### src/rtl/itc_pkg.sv
package itc_pkg;
    localparam int unsigned BLK_N    = 4;
    localparam int unsigned PAY_W    = 64;
    localparam int unsigned HDR_W    = 2;
    localparam int unsigned BLK_W    = PAY_W + HDR_W;
    localparam int unsigned NIB_W    = 4;
    localparam int unsigned STREAM_W = BLK_N * PAY_W;
    localparam int unsigned WORD_W   = STREAM_W + 1;
    localparam int unsigned REGION_W = STREAM_W - NIB_W;
    localparam int unsigned FLAG_LO  = 1;
    localparam int unsigned IDX_W    = $clog2(BLK_N);
    localparam int unsigned TAP_NEAR = 39;
    localparam int unsigned TAP_FAR  = 58;
    localparam int unsigned EXT_W    = TAP_FAR + STREAM_W;

    // sync bits written as {bit1, bit0}
    localparam logic [HDR_W-1:0] HDR_DATA = 2'b10;
    localparam logic [HDR_W-1:0] HDR_CTRL = 2'b01;

    typedef enum logic {
        ST_COLD,
        ST_LOCKED
    } sync_st_t;

    // plain lower nibble of a type field -> plain upper nibble
    function automatic logic [NIB_W-1:0] upper_of(input logic [NIB_W-1:0] lo);
        logic [NIB_W-1:0] hi;
        unique case (lo)
            4'h0: hi = 4'h0;
            4'h1: hi = 4'hE;
            4'h2: hi = 4'hD;
            4'h3: hi = 4'h3;
            4'h4: hi = 4'hB;
            4'h5: hi = 4'h5;
            4'h6: hi = 4'h6;
            4'h7: hi = 4'h8;
            4'h8: hi = 4'h7;
            4'h9: hi = 4'h9;
            4'hA: hi = 4'hA;
            4'hB: hi = 4'h4;
            4'hC: hi = 4'hC;
            4'hD: hi = 4'h2;
            4'hE: hi = 4'h1;
            4'hF: hi = 4'hF;
            default: hi = 4'h0;
        endcase
        return hi;
    endfunction
endpackage

### src/rtl/itc_unpack.sv
module itc_unpack
    import itc_pkg::*;
(
    input  logic [WORD_W-1:0]   word_i,
    output logic [STREAM_W-1:0] stream_o,
    output logic [BLK_N-1:0]    ctrl_mask_o,
    output logic                has_gap_o,
    output logic [IDX_W-1:0]    cb_idx_o
);
    logic                  all_data;
    logic [BLK_N-1:0]      flags;
    logic [REGION_W-1:0]   region;
    logic [STREAM_W-1:0]   cand [BLK_N];

    assign all_data = word_i[0];
    assign flags    = word_i[FLAG_LO +: BLK_N];
    assign region   = word_i[WORD_W-1 -: REGION_W];

    assign ctrl_mask_o = all_data ? '0 : ~flags;
    assign has_gap_o   = |ctrl_mask_o;

    always_comb begin
        cb_idx_o = '0;
        for (int k = BLK_N - 1; k >= 0; k--) begin
            if (ctrl_mask_o[k]) cb_idx_o = IDX_W'(k);
        end
    end

    // one candidate stream per possible position of the first control block
    for (genvar k = 0; k < BLK_N; k++) begin : g_cand
        localparam int unsigned GAP = k * PAY_W + NIB_W;
        assign cand[k] = {region[REGION_W-1:GAP], {NIB_W{1'b0}}, region[GAP-1:0]};
    end

    always_comb begin
        if (all_data)       stream_o = word_i[WORD_W-1:1];
        else if (has_gap_o) stream_o = cand[cb_idx_o];
        else                stream_o = {{NIB_W{1'b0}}, region};
    end
endmodule

### src/rtl/itc_nibble_fix.sv
module itc_nibble_fix
    import itc_pkg::*;
(
    input  logic [TAP_FAR-1:0]  hist_i,   // [TAP_FAR-1] is the most recent bit
    input  logic [STREAM_W-1:0] stream_i,
    input  logic                has_gap_i,
    input  logic [IDX_W-1:0]    cb_idx_i,
    output logic [STREAM_W-1:0] stream_o,
    output logic [TAP_FAR-1:0]  hist_o
);
    logic [EXT_W-1:0]  ext;
    logic [NIB_W-1:0]  regen [BLK_N];

    assign ext = {stream_i, hist_i};

    for (genvar k = 0; k < BLK_N; k++) begin : g_pos
        localparam int unsigned GAP = k * PAY_W + NIB_W;
        logic [NIB_W-1:0] plain_lo;
        logic [NIB_W-1:0] plain_hi;
        logic [NIB_W-1:0] scr_hi;

        for (genvar b = 0; b < NIB_W; b++) begin : g_bit
            localparam int unsigned PL = TAP_FAR + GAP - NIB_W + b;
            localparam int unsigned PH = TAP_FAR + GAP + b;
            assign plain_lo[b] = ext[PL] ^ ext[PL-TAP_NEAR] ^ ext[PL-TAP_FAR];
            assign scr_hi[b]   = plain_hi[b] ^ ext[PH-TAP_NEAR] ^ ext[PH-TAP_FAR];
        end

        assign plain_hi = upper_of(plain_lo);
        assign regen[k] = scr_hi;
    end

    always_comb begin
        stream_o = stream_i;
        for (int k = 0; k < BLK_N; k++) begin
            if (has_gap_i && (cb_idx_i == IDX_W'(k))) begin
                stream_o[k*PAY_W + NIB_W +: NIB_W] = regen[k];
            end
        end
    end

    assign hist_o = stream_o[STREAM_W-1 -: TAP_FAR];
endmodule

### src/rtl/itc_block_pack.sv
module itc_block_pack
    import itc_pkg::*;
(
    input  logic [STREAM_W-1:0]    stream_i,
    input  logic [BLK_N-1:0]       ctrl_mask_i,
    output logic [BLK_N*BLK_W-1:0] blocks_o
);
    for (genvar k = 0; k < BLK_N; k++) begin : g_blk
        assign blocks_o[k*BLK_W +: BLK_W] =
            {stream_i[k*PAY_W +: PAY_W], ctrl_mask_i[k] ? HDR_CTRL : HDR_DATA};
    end
endmodule

### src/rtl/scr_itc257_restore.sv
module scr_itc257_restore
    import itc_pkg::*;
(
    input  logic                   clk,
    input  logic                   rst_n,
    input  logic                   in_valid,
    input  logic [WORD_W-1:0]      in_word,
    output logic                   out_valid,
    output logic [BLK_N*BLK_W-1:0] out_blocks,
    output logic                   out_trusted,
    output logic                   sync_ok
);
    sync_st_t                state_q;
    sync_st_t                state_d;
    logic [TAP_FAR-1:0]      hist_q;
    logic [TAP_FAR-1:0]      hist_d;
    logic [STREAM_W-1:0]     stream_raw;
    logic [STREAM_W-1:0]     stream_fix;
    logic [BLK_N-1:0]        ctrl_mask;
    logic                    has_gap;
    logic [IDX_W-1:0]        cb_idx;
    logic [BLK_N*BLK_W-1:0]  blocks_c;
    logic                    trust_c;

    itc_unpack u_unpack (
        .word_i      (in_word),
        .stream_o    (stream_raw),
        .ctrl_mask_o (ctrl_mask),
        .has_gap_o   (has_gap),
        .cb_idx_o    (cb_idx)
    );

    itc_nibble_fix u_fix (
        .hist_i    (hist_q),
        .stream_i  (stream_raw),
        .has_gap_i (has_gap),
        .cb_idx_i  (cb_idx),
        .stream_o  (stream_fix),
        .hist_o    (hist_d)
    );

    itc_block_pack u_pack (
        .stream_i    (stream_fix),
        .ctrl_mask_i (ctrl_mask),
        .blocks_o    (blocks_c)
    );

    // first control block at a later position only looks back inside this word
    assign trust_c = (state_q == ST_LOCKED) || !has_gap || (cb_idx != '0);

    always_comb begin
        state_d = state_q;
        unique case (state_q)
            ST_COLD:   if (in_valid) state_d = ST_LOCKED;   // T_LOCK
            ST_LOCKED: state_d = ST_LOCKED;                 // T_STAY
            default:   state_d = ST_COLD;
        endcase
    end

    always_ff @(posedge clk or negedge rst_n) begin
        if (!rst_n) state_q <= ST_COLD;
        else        state_q <= state_d;
    end

    always_ff @(posedge clk or negedge rst_n) begin
        if (!rst_n) begin
            out_valid   <= 1'b0;
            out_blocks  <= '0;
            out_trusted <= 1'b0;
            hist_q      <= '0;
        end else begin
            out_valid <= in_valid;
            if (in_valid) begin
                out_blocks  <= blocks_c;
                out_trusted <= trust_c;
                hist_q      <= hist_d;
            end
        end
    end

    assign sync_ok = (state_q == ST_LOCKED);
endmodule

### config.mk
export PLATFORM = sky130hd
export DESIGN_NAME = scr_itc257_restore
export DESIGN_NICKNAME = d
export VERILOG_FILES = /design/src/rtl/itc_pkg.sv /design/src/rtl/itc_unpack.sv /design/src/rtl/itc_nibble_fix.sv /design/src/rtl/itc_block_pack.sv /design/src/rtl/scr_itc257_restore.sv
export SDC_FILE = /design/constraint.sdc
export NUM_CORES = 1
export LEC_CHECK = 0
export ABC_AREA = 0
export CAP_MARGIN = 20
export CORE_AREA = 4 4 200 202
export CTS_CLUSTER_DIAMETER = 100
export DETAILED_ROUTE_END_ITERATION = 10
export DIE_AREA = 0 0 204 206
export PLACE_DENSITY = 0.76
export RECOVER_POWER = 25
export SYNTH_ARGS = -nofsm -noshare
export SYNTH_HDL_FRONTEND = slang
export SYNTH_SLANG_ARGS = --single-unit
### constraint.sdc
create_clock -name clk -period 2.3 [get_ports clk]
set_clock_uncertainty 0.15 [all_clocks]
set_input_delay 0.575 -clock clk [delete_from_list [all_inputs] [get_ports clk]]
set_output_delay 0.575 -clock clk [all_outputs]
set_load 0.05 [all_outputs]
-- Yosys cells after proc, flatten, opt, wreduce, memory -nomap -nowiden
Memories as Yosys holds them, arrays and structs flattened.
Cells that the tools add are included.
- register bits: 294
- latch bits: 0
- memory bits (writable): 0
- bits in read-only memories: 256
- input bits: 260
- output and inout port bits: 267
- logic and storage cells: 110
- memories: 4
- $add $sub $neg: 0
- multipliers: 0
- divide/modulo/power cells: 0
- $lt $le $gt $ge: 1
- equality and inequality tests: 3
- shifts and indexed selects: 0
- muxes and demuxes: 20
- bitwise operators: 67
- reductions and logical operators: 10
- memory list (name ; words ; width ; rd ports ; clocked after Yosys merged registers in ; write ports ; line ; text):
    (no name shown) ; 16 ; 4 ; 1 ; 0 ; 0 ; itc_pkg.sv:28 ; unique case (lo)
    (no name shown) ; 16 ; 4 ; 1 ; 0 ; 0 ; itc_pkg.sv:28 ;
    (no name shown) ; 16 ; 4 ; 1 ; 0 ; 0 ; itc_pkg.sv:28 ;
    (no name shown) ; 16 ; 4 ; 1 ; 0 ; 0 ; itc_pkg.sv:28 ;
- operators with widths (kind ; count):
    256-bit two-way mux ; 4
    256-bit binary-select mux with 2-bit select ; 1
    1-bit bitwise XOR ; 64
    4-bit two-way mux ; 5
    2-bit two-way mux ; 8
    2-bit == test (second input constant) ; 2
    1-bit logical AND ; 4
    4-bit NOT ; 1
    4-bit OR reduction ; 1
    3-bit >= comparator (second input constant) ; 1
    2-bit NOT with 3-bit output ; 1
    2-bit by 1-bit == test with 1-bit output (second input constant) ; 1
    2-bit logical NOT ; 1
    1-bit logical OR ; 2
    1-bit one-hot mux with 2 select lines ; 1
    2-bit nonzero test ; 1
    1-bit logical NOT ; 1
    1-bit two-way mux ; 1
    1-bit NOT ; 1

-- Longest topological paths before layout
An unclocked memory read counts as a cell.
- depth after elaboration: 18
- depth in mapped cells: 9
- mapped depth without buffers: 6

-- Hierarchy
From an unflattened synthesis, not the netlist that was laid out.
- cell total of the unflattened synthesis: 1919
- area, all modules: 21630.7 µm²
- modules (own cells, without submodules) (module ; instances ; cells an instance ; area an instance (µm²) ; seq. area each (µm²)):
    scr_itc257_restore ; 1 ; 687 ; 13071.3 ; 8132.8
    itc_nibble_fix ; 1 ; 407 ; 3324.4 ; 0.0
    itc_unpack ; 1 ; 561 ; 3268.1 ; 0.0
    itc_block_pack ; 1 ; 264 ; 1966.9 ; 0.0

-- Worst setup path after synthesis
OpenSTA, ideal clock, no wires.
- kind: input to register
- from: input in_word[1]
- to: register out_blocks[244]
- library setup time: 0.137 ns
- arrival time: 2.139 ns
- data required time: 2.013 ns
- setup slack: -0.126 ns
- cell stages on the path: 9
- path buffers: 4
- cells stage by stage: clkbuf_2 -> and3b_2 -> clkbuf_1 -> and2_0 -> nand2_1 -> buf_2 -> buf_2 -> mux2i_1 -> a21oi_1
- cells in the longest elaborated chain, start to end: 9
- elaborated cells on any way between the ends: 10
- classes of those cells: 7 x mux; 2 x bitwise; 1 x reduce/logical
- ends and longest elaborated chain (what ; line ; text):
    start: declaration ; scr_itc257_restore.sv:7 ; input logic [WORD_W-1:0] in_word,
    4-bit NOT (*) ; itc_unpack.sv:19 ; assign ctrl_mask_o = all_data ? '0 : ~flags;
    4-bit two-way mux (*) ; itc_unpack.sv:19 ;
    2-bit two-way mux ; itc_unpack.sv:25 ; if (ctrl_mask_o[k]) cb_idx_o = IDX_W'(k);
    2-bit NOT with 3-bit output (not written as such) ; itc_unpack.sv:37 ; else if (has_gap_o) stream_o = cand[cb_idx_o];
    256-bit binary-select mux with 2-bit select ; itc_unpack.sv:37 ;
    256-bit two-way mux (not written as such) (2 in a row) ; itc_unpack.sv:37 ;
    256-bit two-way mux (*) ; itc_unpack.sv:37 ;
    256-bit two-way mux (*) ; itc_unpack.sv:36 ; if (all_data) stream_o = word_i[WORD_W-1:1];
    end signal: assignment ; scr_itc257_restore.sv:74 ; out_blocks <= blocks_c;
    end: declaration ; scr_itc257_restore.sv:9 ; output logic [BLK_N*BLK_W-1:0] out_blocks,
Every way passes the cells marked *; elsewhere a longest branch is shown, timed or not. The select of a mux whose other input is x is not followed.
A chain may end at the register's enable or synchronous reset.

-- Final worst setup path
- from: input in_word[4]
- to: register out_blocks[6]
- cells in the longest elaborated chain, start to end: 18
- elaborated cells on any way between the ends: 27
- classes of those cells: 11 x mux; 12 x bitwise; 3 x reduce/logical; 1 x memory
- ends and longest elaborated chain (what ; line ; text):
    4-bit NOT ; itc_unpack.sv:19 ;
    4-bit two-way mux ; itc_unpack.sv:19 ;
    2-bit two-way mux (4 in a row) ; itc_unpack.sv:25 ;
    2-bit NOT with 3-bit output (not written as such) ; itc_unpack.sv:37 ;
    256-bit binary-select mux with 2-bit select ; itc_unpack.sv:37 ;
    256-bit two-way mux (not written as such) (2 in a row) ; itc_unpack.sv:37 ;
    256-bit two-way mux ; itc_unpack.sv:37 ;
    256-bit two-way mux ; itc_unpack.sv:36 ;
    1-bit bitwise XOR (2 in a row) ; itc_nibble_fix.sv:25 ; assign plain_lo[b] = ext[PL] ^ ext[PL-TAP_NEAR] ^ ext[PL-TAP_FAR];
    memory 16 x 4 bit ; -- ;
    1-bit bitwise XOR (2 in a row) ; itc_nibble_fix.sv:26 ; assign scr_hi[b] = plain_hi[b] ^ ext[PH-TAP_NEAR] ^ ext[PH-TAP_FAR];
    4-bit two-way mux (*) ; itc_nibble_fix.sv:36 ; if (has_gap_i && (cb_idx_i == IDX_W'(k))) begin
Marked as above.

==> metrics <==
maximum VDD drop 570 uV; Rows 72; Storage cell area 6680 um^2; setup violators final 0; Total Die Area 42,000 um^2; number of synthesized flops with an enable pin 0; Reg2Reg Setup Slack 0.19 ns; LEAKAGE 9.70 nW; WL per Instance 20.3 um; NumNets Final 2,312; initial antenna violation count 5; Worst slew margin 26.3%; critical path's slowest cell clkdlybuf4s50_1; Reg2Reg Depth 6; H-tree lvl count 1; Final Hold Slack 0.212 ns; Arr. time, crit path 2.55 ns; most used cell, CP xnor2_2; reg2reg end out_blocks[7]$_DFFE_PN0P_; Crit. End Element flop; hold path depth 2; count of final max-slew check failures 0; Num CTS Buffers 30; Max Root-Sink Buffers 3; io pins 527; fill count 3,435; Seq/Total Area, Yosys 50.8%; CTS tree done; Worst-Skew Late Latency 0.57 ns; hpwl dp 41,600 um; Initial DRC Count 777; count of state elements after synthesis 267; Routed WL 52,900 um; WHS Endpoint out_blocks[231]$_DFFE_PN0P_; status finished, final reports clean; Netlist Area Pre-Place 13,200 um^2; Ys Warns 0; Overflow after GRT 0; max incr delay on CP 0.54 ns; Total Routing Usage GR 23.9%; ordered cell list for the critical path clkdlybuf4s50_1 -> mux2i_2 -> xnor2_2 -> xnor2_2 -> xnor3_1 -> a211o_1 -> a31oi_1; maximum clock frequency 449 MHz; area of the multi-input gates 6070 um^2; first-pass GRT wire length 78,600 um; Top delay family on crit path XOR/XNOR gates; Initial Util 34.4%; worst slew pin tran 1.11 ns; WP buf/inv 1; Vias 13,000; share of cells above drive strength 1 15.6%; clk slew on worst S/H paths 0.06 ns; Distinct cells, synth 41; Die Span Y 206 um; Levels on crit path 7; pin count of the biggest net entering global routing 81; worst r2r src out_blocks[206]$_DFFE_PN0P_; most used flip-flop cell after synthesis dfrtp_1; Final Cycle Share 96.8%; Final Hold Fails 0; Setup CP Type primary input to flop; Port Buf Inserts 526; DP Worst Slack -0.759 ns; Avg Inst Size Synth 9.17 um^2; Die W 204 um; Area Growth Syn to Fin 58.0%; vias in the first global route 13,400; syn nets 1,696; pwr/cell area 747 nW/um^2; Via-to-Cell Ratio 5.00; root buffer cell clkbuf_16; Critical Path Fanout Max 3; Synth Instances 1,436; asr flop ratio synth 100%; DRC Markers 0; Period minus WS final 2.23 ns; hold_sp in_valid; Hold WC Path Type primary input to flop; Max-Cap Viols 0; Worst Setup SP in_word[4]; routability cong. 0.857; Pre-antenna DRT Iters 5; CTS sink cnt 267; Antenna Nets Post-Route 0; fin worst setup slack 0.0746 ns; core box area 38,300 um^2; Critical Path RT 2.63 ns; CP Launch Type primary input
## state kept, by name, indices dropped and copies added (netlist names)
register / flops
out_blocks: 264
out_trusted: 1
out_valid: 1
sync_ok: 1
## worst register-to-register path, stage by stage (launching register included)
cell,delay (ns)
dfrtp_1,0.51
xnor2_1,0.30
xnor2_1,0.21
xnor2_1,0.13
or2_1,0.22
a311o_1,0.35
a31oi_1,0.17
## metrics by stage
| step | cell area, um^2 | total power (W) | utilization, % | setup TNS, ns | instances |
|---|---|---|---|---|---|
| 5_1_grt | 20800 | 0.0161 | 54.3 | -0.00957 | 2596 |
| 2_1_floorplan | 13200 | 0.00860 | - | 0 | 1436 |
| 3_3_place_gp | 19900 | 0.0109 | 52.0 | -106.13 | 2535 |
| 6_report | 20800 | 0.0155 | 54.3 | 0 | 2598 |
| 3_5_place_dp | 19900 | 0.0110 | 52.0 | -104.37 | 2535 |
| 4_1_cts | 20700 | 0.0156 | 54.2 | 0 | 2593 |
## cells in the mapped netlist (2+ instances only)
library cell	count	area share, %
o2bb2ai_1	3	0.20
dfrtp_1	267	51
buf_4	2	0.11
buf_6	2	0.17
mux2i_1	126	9.6
a221oi_1	2	0.13
nand3_1	16	0.61
nor2_1	244	7.0
xnor2_1	74	4.9
a31oi_1	121	5.8
nand2_1	259	7.4
o22a_1	4	0.27
clkbuf_1	73	2.1
a21oi_1	124	4.7
o21ai_0	29	1.1
inv_1	8	0.23
buf_1	11	0.31
xor2_1	24	1.6
xnor3_1	6	1.0
or3_1	3	0.14
buf_2	16	0.61
nand2b_1	3	0.14
## logic make-up after synthesis
| group | Yosys count | share of synthesized area, % |
|---|---|---|
| simple gates | 536 | 15.9 |
| compound gates | 289 | 12.6 |
| flops | 267 | 50.8 |
| mux | 126 | 9.58 |
| buf+inv | 114 | 3.66 |
| xor+xnor | 104 | 7.55 |
## cells in the final DEF, fill, tap and decap left out, types with 28 or more instances in the layout
cell type        count
a21oi_1            124
a31oi_1            121
buf_4              234
clkbuf_16           31
clkdlybuf4s50_1    253
dfrtp_1            267
dlygate4sd2_1      171
mux2i_1            123
nand2_1            257
nor2_1             244
o21ai_0             28
xnor2_1             70
## metal layers
metal / track usage (%) / wire length (um) / up-vias
met2: 40.5 / 25400 / 553
met5: 0 / 0 / -
met4: 9.14 / 2130 / 0
met1: 29.3 / 20800 / 6201
li1: - / - / 6128
met3: 6.34 / 4560 / 107
## repair_timing
action                                  4_1_cts  5_1_grt
resized for setup                           175        9
setup buffers                                 1        1
hold endpoints to repair                     48        0
pin swaps                                     1        2
hold buffers                                  1        0
endpoints found under the setup margin      177       17
## power breakdown
group | switching, W | internal [W]
logic | 0.00334 | 0.00190
clock network | 0.00198 | 0.00283
registers | 0.000299 | 0.00519
## final cells by class
cell class,instances,share of cell area [%]
well taps,518,3.12
clock inverters,9,0.367
flip-flops and latches,267,32.1
inverters,8,0.144
multi-input cells,1055,29.2
clock buffers,47,4.40
repair buffers,690,30.6
diodes,4,0.0481
## how the worst max path moves through the flow
stage	slack, ns	endpoint
after CTS	0.03	out_blocks[6]$_DFFE_PN0P_
after global routing	-0.006	out_blocks[7]$_DFFE_PN0P_
after floorplan	0.01	out_blocks[254]$_DFFE_PN0P_
final	0.07	out_blocks[6]$_DFFE_PN0P_
after detailed placement	-0.76	out_blocks[6]$_DFFE_PN0P_
after global placement	-0.70	out_blocks[6]$_DFFE_PN0P_
No activity file was read; power rests on OpenSTA's default activity.
